===== src/rtl/dma_page_pkg.sv =====
package dma_page_pkg;
    localparam int NUM_CH   = 4;
    localparam int CH_W     = $clog2(NUM_CH);
    localparam int NUM_BANK = 2;
    localparam int OFF_W    = 3;
    localparam int PAGE_W   = 8;
    localparam int HI_KEEP  = 7;
    localparam int ADDR_W   = 16;

    typedef struct packed {
        logic            hit;
        logic [CH_W-1:0] chan;
    } page_sel_t;

    // Sparse offset-to-channel map; unlisted offsets decode to no channel.
    function automatic page_sel_t map_offset(input logic [OFF_W-1:0] off);
        page_sel_t s;
        s.hit  = 1'b1;
        s.chan = '0;
        case (off)
            3'd1:    s.chan = CH_W'(2);
            3'd2:    s.chan = CH_W'(3);
            3'd3:    s.chan = CH_W'(1);
            3'd7:    s.chan = CH_W'(0);
            default: s.hit  = 1'b0;
        endcase
        return s;
    endfunction
endpackage


===== src/rtl/page_port_decode.sv =====
module page_port_decode
    import dma_page_pkg::*;
(
    input  logic                 acc_wr,
    input  logic                 bank_sel,
    input  logic                 high_bank_en,
    input  logic [OFF_W-1:0]     port_off,
    output page_sel_t            sel,
    output logic                 bank_ok,
    output logic [NUM_BANK-1:0]  wr_en
);
    always_comb begin
        sel     = map_offset(port_off);
        bank_ok = !bank_sel || high_bank_en;
        for (int b = 0; b < NUM_BANK; b++) begin
            wr_en[b] = acc_wr && sel.hit && bank_ok && (bank_sel == b[0]);
        end
    end
endmodule


===== src/rtl/page_bank.sv =====
module page_bank
    import dma_page_pkg::*;
#(
    parameter int W = PAGE_W
) (
    input  logic            clk,
    input  logic            rst,
    input  logic            wr_en,
    input  logic [CH_W-1:0] wr_chan,
    input  logic [W-1:0]    wr_data,
    input  logic [CH_W-1:0] rd_chan,
    output logic [W-1:0]    rd_val,
    input  logic [CH_W-1:0] view_chan,
    output logic [W-1:0]    view_val
);
    logic [W-1:0] pages [NUM_CH];

    for (genvar c = 0; c < NUM_CH; c++) begin : g_ch
        always_ff @(posedge clk) begin
            if (rst) begin
                pages[c] <= '0;
            end else if (wr_en && (wr_chan == CH_W'(c))) begin
                pages[c] <= wr_data;
            end
        end
    end

    assign rd_val   = pages[rd_chan];
    assign view_val = pages[view_chan];
endmodule


===== src/rtl/page_addr_compose.sv =====
module page_addr_compose
    import dma_page_pkg::*;
(
    input  logic                          hi_en,
    input  logic [PAGE_W-1:0]             hi_page,
    input  logic [PAGE_W-1:0]             lo_page,
    input  logic [ADDR_W-1:0]             cur_addr,
    output logic [HI_KEEP+PAGE_W+ADDR_W-1:0] phys_addr
);
    logic [HI_KEEP-1:0] hi_bits;

    always_comb begin
        hi_bits   = hi_en ? hi_page[HI_KEEP-1:0] : '0;
        phys_addr = {hi_bits, lo_page, cur_addr};
    end
endmodule


===== src/rtl/dma_page_regfile.sv =====
module dma_page_regfile
    import dma_page_pkg::*;
(
    input  logic                             clk,
    input  logic                             rst,
    input  logic                             high_bank_en,
    input  logic                             acc_wr,
    input  logic                             acc_rd,
    input  logic                             bank_sel,
    input  logic [OFF_W-1:0]                 port_off,
    input  logic [PAGE_W-1:0]                wr_data,
    output logic [PAGE_W-1:0]                rd_data,
    input  logic [CH_W-1:0]                  sel_chan,
    input  logic [ADDR_W-1:0]                cur_addr,
    output logic [HI_KEEP+PAGE_W+ADDR_W-1:0] phys_addr
);
    page_sel_t             sel;
    logic                  bank_ok;
    logic [NUM_BANK-1:0]   wr_en;
    logic [PAGE_W-1:0]     bank_rd   [NUM_BANK];
    logic [PAGE_W-1:0]     bank_view [NUM_BANK];

    page_port_decode u_dec (
        .acc_wr       (acc_wr),
        .bank_sel     (bank_sel),
        .high_bank_en (high_bank_en),
        .port_off     (port_off),
        .sel          (sel),
        .bank_ok      (bank_ok),
        .wr_en        (wr_en)
    );

    for (genvar b = 0; b < NUM_BANK; b++) begin : g_bank
        page_bank #(.W(PAGE_W)) u_bank (
            .clk       (clk),
            .rst       (rst),
            .wr_en     (wr_en[b]),
            .wr_chan   (sel.chan),
            .wr_data   (wr_data),
            .rd_chan   (sel.chan),
            .rd_val    (bank_rd[b]),
            .view_chan (sel_chan),
            .view_val  (bank_view[b])
        );
    end

    always_ff @(posedge clk) begin
        if (rst) begin
            rd_data <= '0;
        end else if (acc_rd) begin
            rd_data <= (sel.hit && bank_ok) ? bank_rd[bank_sel] : '0;
        end
    end

    page_addr_compose u_comp (
        .hi_en     (high_bank_en),
        .hi_page   (bank_view[1]),
        .lo_page   (bank_view[0]),
        .cur_addr  (cur_addr),
        .phys_addr (phys_addr)
    );
endmodule


===== config.mk =====
export PLATFORM = sky130hd
export DESIGN_NAME = dma_page_regfile
export DESIGN_NICKNAME = d
export VERILOG_FILES = /design/src/rtl/dma_page_pkg.sv /design/src/rtl/page_port_decode.sv /design/src/rtl/page_bank.sv /design/src/rtl/page_addr_compose.sv /design/src/rtl/dma_page_regfile.sv
export SDC_FILE = /design/constraint.sdc
export NUM_CORES = 1
export LEC_CHECK = 0
export CAP_MARGIN = 15
export CORE_MARGIN = 4
export CORE_UTILIZATION = 54
export CTS_BUF_LIST = sky130_fd_sc_hd__clkbuf_4 sky130_fd_sc_hd__clkbuf_8
export DETAILED_ROUTE_END_ITERATION = 16
export GPL_ROUTABILITY_DRIVEN = 1
export PLACE_DENSITY = 0.8
export SYNTH_ARGS = -nofsm -noshare
export SYNTH_HDL_FRONTEND = slang
export SYNTH_SLANG_ARGS = --single-unit

===== constraint.sdc =====
create_clock -name clk -period 2.35 [get_ports clk]
set_input_delay 0.235 -clock clk [delete_from_list [all_inputs] [get_ports clk]]
set_output_delay 0.235 -clock clk [all_outputs]
set_load 0.1 [all_outputs]

==> flow_metrics.py <==
metrics = {
    "synthesis": {
        "synthMuxAreaShare_pct": 13.2,
        "yosysTopAreaCellShare_pct": 48.5,
        "synth_top_family_by_area": "simple AND/OR/NAND/NOR gates",
        "synthesis.nets": 340,
        "yosysSeqAreaShare_pct": 52.6,
        "synth-seq-cells": 72,
        "synthAdderAreaFrac_pct": 0,
        "synth_edf_count": 64,
        "synth.area.top_cells": "edfxtp_1, mux4_2, and2_1",
        "synth-compound-area-share_pct": 10.2,
        "yosys-top-cells-count": "and2_1, edfxtp_1, mux4_2",
        "async_reset_ff_share_pct": 0,
        "avgSynthCellArea_um2": 13.0,
        "synth.largest_area_cell": "edfxtp_1",
        "synth-xor-area-share_pct": 0.632,
        "synth_cell_types": 34,
        "synth_most_common_cell": "and2_1",
        "synth_area_mm2": 0.00396,
        "yosys.area_share.simple_pct": 17.9,
        "synth_ff_type": "edfxtp_1",
        "syn-instance-count": 305,
        "ys_warn_count": 0,
    },
    "timing": {
        "timing.final.crit_share_pct": 88.4,
        "max_freq_ghz": 0.481,
        "rsz0062_at_grt": "false",
        "setup_viol": 0,
        "fin_hold_ws_ns": 0.470,
        "finalHoldViolCount": 0,
        "period_needed_ns": 2.08,
        "final_max_slew_viol_count": 0,
        "relSlewSlack_pct": 36.1,
        "tightest_slew_ns": 0.955,
        "tns_ns": 0,
        "skew_ns": 0.0106,
    },
    "worst_hold_path": {
        "hold_path_end": "phys_addr[14]",
        "min_from": "cur_addr[14]",
        "hold_path.class": "in2out",
        "hold_depth": 0,
    },
    "global_route": {
        "grt_pass1_wl_um": 16500,
        "grt_pass1_vias": 2871,
        "track_usage_pct": 26.3,
        "grt_overflow": 0,
        "grt_max_degree": 25,
        "antenna_found_initial": 0,
    },
    "drt": {
        "routed_wl_um": 10800,
        "vias": 2847,
        "wire_per_inst_um": 23.9,
        "antenna_left": 0,
        "drc": 0,
        "firstDrtPassIters": 5,
        "viasPerCell": 6.30,
        "drt_iter0_drc": 352,
    },
    "placed_design": {
        "hpwl_um": 8090,
        "placed_cells": 437,
        "io_buffers": 41,
        "gp_congestion": 0.989,
    },
    "power": {
        "irDropWorstVdd_mv": 0.300,
        "power.leakage_uw": 0.00170,
        "p_total_uw": 3200,
        "power_density_mw_per_mm2": 664,
    },
    "worst_setup_path": {
        "crit_arrival_ns": 1.84,
        "critPathRequiredTime_ns": 2.12,
        "timing.rr.start": "g_bank[0].u_bank.pages[2][4]",
        "endpoint_kind": "primary output",
        "critPathKind": "in2out",
        "start_kind": "input port",
        "rr_worst_depth": 3,
        "reg2reg_to": "rd_data[4]",
        "path_max_fanout": 15,
        "regToRegSetupSlack_ns": 0.97,
    },
    "cells_and_area": {
        "nets": 387,
        "syn_to_final_growth_pct": 21.8,
        "final_cell_count_no_fill": 452,
        "drive_above_1_share_pct": 26.1,
        "antenna-diode-count": 0,
    },
    "die": {
        "start_util_pct": 57.0,
        "coreArea_mm2": 0.00694,
        "die_w_um": 93.7,
        "die_h_um": 93.7,
        "pin_count": 74,
        "die_area_mm2": 0.00877,
        "num_rows": 30,
    },
    "clock_network": {
        "clk_latency_ns": 0.36,
        "h-tree-depth": 3,
        "hold_buffers": 0,
        "clockBufferDepth": 2,
        "cts.sinks": 72,
        "cts_setup_buffers": 0,
        "cts_root_buffer": "clkbuf_8",
        "ctsResizeCount": 0,
        "cts_tree": "done",
        "cts-buffers-inserted": 9,
    },
    "job": {
        "cap_violations": 0,
    },
    "outcome": {
        "status": "finished clean",
    },
}
==> sequential cells by signal (all words and copies together), names as in the netlist <==
register	count
g_bank.u_bank.pages	64
rd_data	8
==> layer usage <==
layer  track usage [%]  up-vias  wire, um
met5                 0        -         0
met4              15.0        0       561
met3              6.25       41      1170
met2              39.6      191      5040
met1              35.1     1370      4040
li1                  -     1245         -
==> logic make-up after synthesis <==
| family | Yosys count |
|---|---|
| simple gates | 116 |
| flops | 72 |
| compound gates | 56 |
| buf+inv | 36 |
| mux | 23 |
| xor+xnor | 2 |
==> through the flow <==
stage | worst slack (ns) | area, um2 | util [%]
after floorplan | 0.278 | 3960 | -
after global placement | 0.201 | 4640 | 66.8
after detailed placement | 0.118 | 4640 | 66.8
after CTS | 0.264 | 4820 | 69.5
after global routing | 0.232 | 4820 | 69.5
final | 0.272 | 4820 | 69.5
==> final cells by class <==
class	instances	area, um2
clock buffer	9	124
inverter	3	11.3
timing repair buffer	69	763
multi-input combinational	197	1660
clock inverter	6	61.3
sequential	72	2080
fill	479	2120
tap	96	120
==> placed cells by master (no fill, tap or decap), drive strengths merged, types with 9 or more instances in the layout <==
master / n
edfxtp: 64
and2: 71
o21ai: 14
buf: 51
nor3: 15
clkbuf: 9
nor2: 11
clkdlybuf4s50: 18
mux4: 23
==> how the worst max path moves through the flow <==
stage	startpoint	slack [ns]	to	depth (start not counted)
detailed placement	port_off[1]	0.12	g_bank[0].u_bank.pages[3][5]	4
floorplan	sel_chan[1]	0.28	phys_addr[25]	4
global placement	port_off[1]	0.20	g_bank[0].u_bank.pages[3][0]	4
global route	sel_chan[0]	0.23	phys_addr[29]	5
finish	sel_chan[0]	0.27	phys_addr[29]	5
CTS	sel_chan[0]	0.26	phys_addr[29]	5
==> critical path: stages <==
cell             delay (ns)
clkdlybuf4s50_1        0.51
buf_12                 0.19
mux4_2                 0.53
and2_1                 0.20
buf_12                 0.17
==> where the power goes <==
part / switching, uW / internal, uW
registers: 58.9 / 1460
clock network: 481 / 481
logic: 446 / 273
total: 986 / 2220
Power figures use the tool's default switching activity.
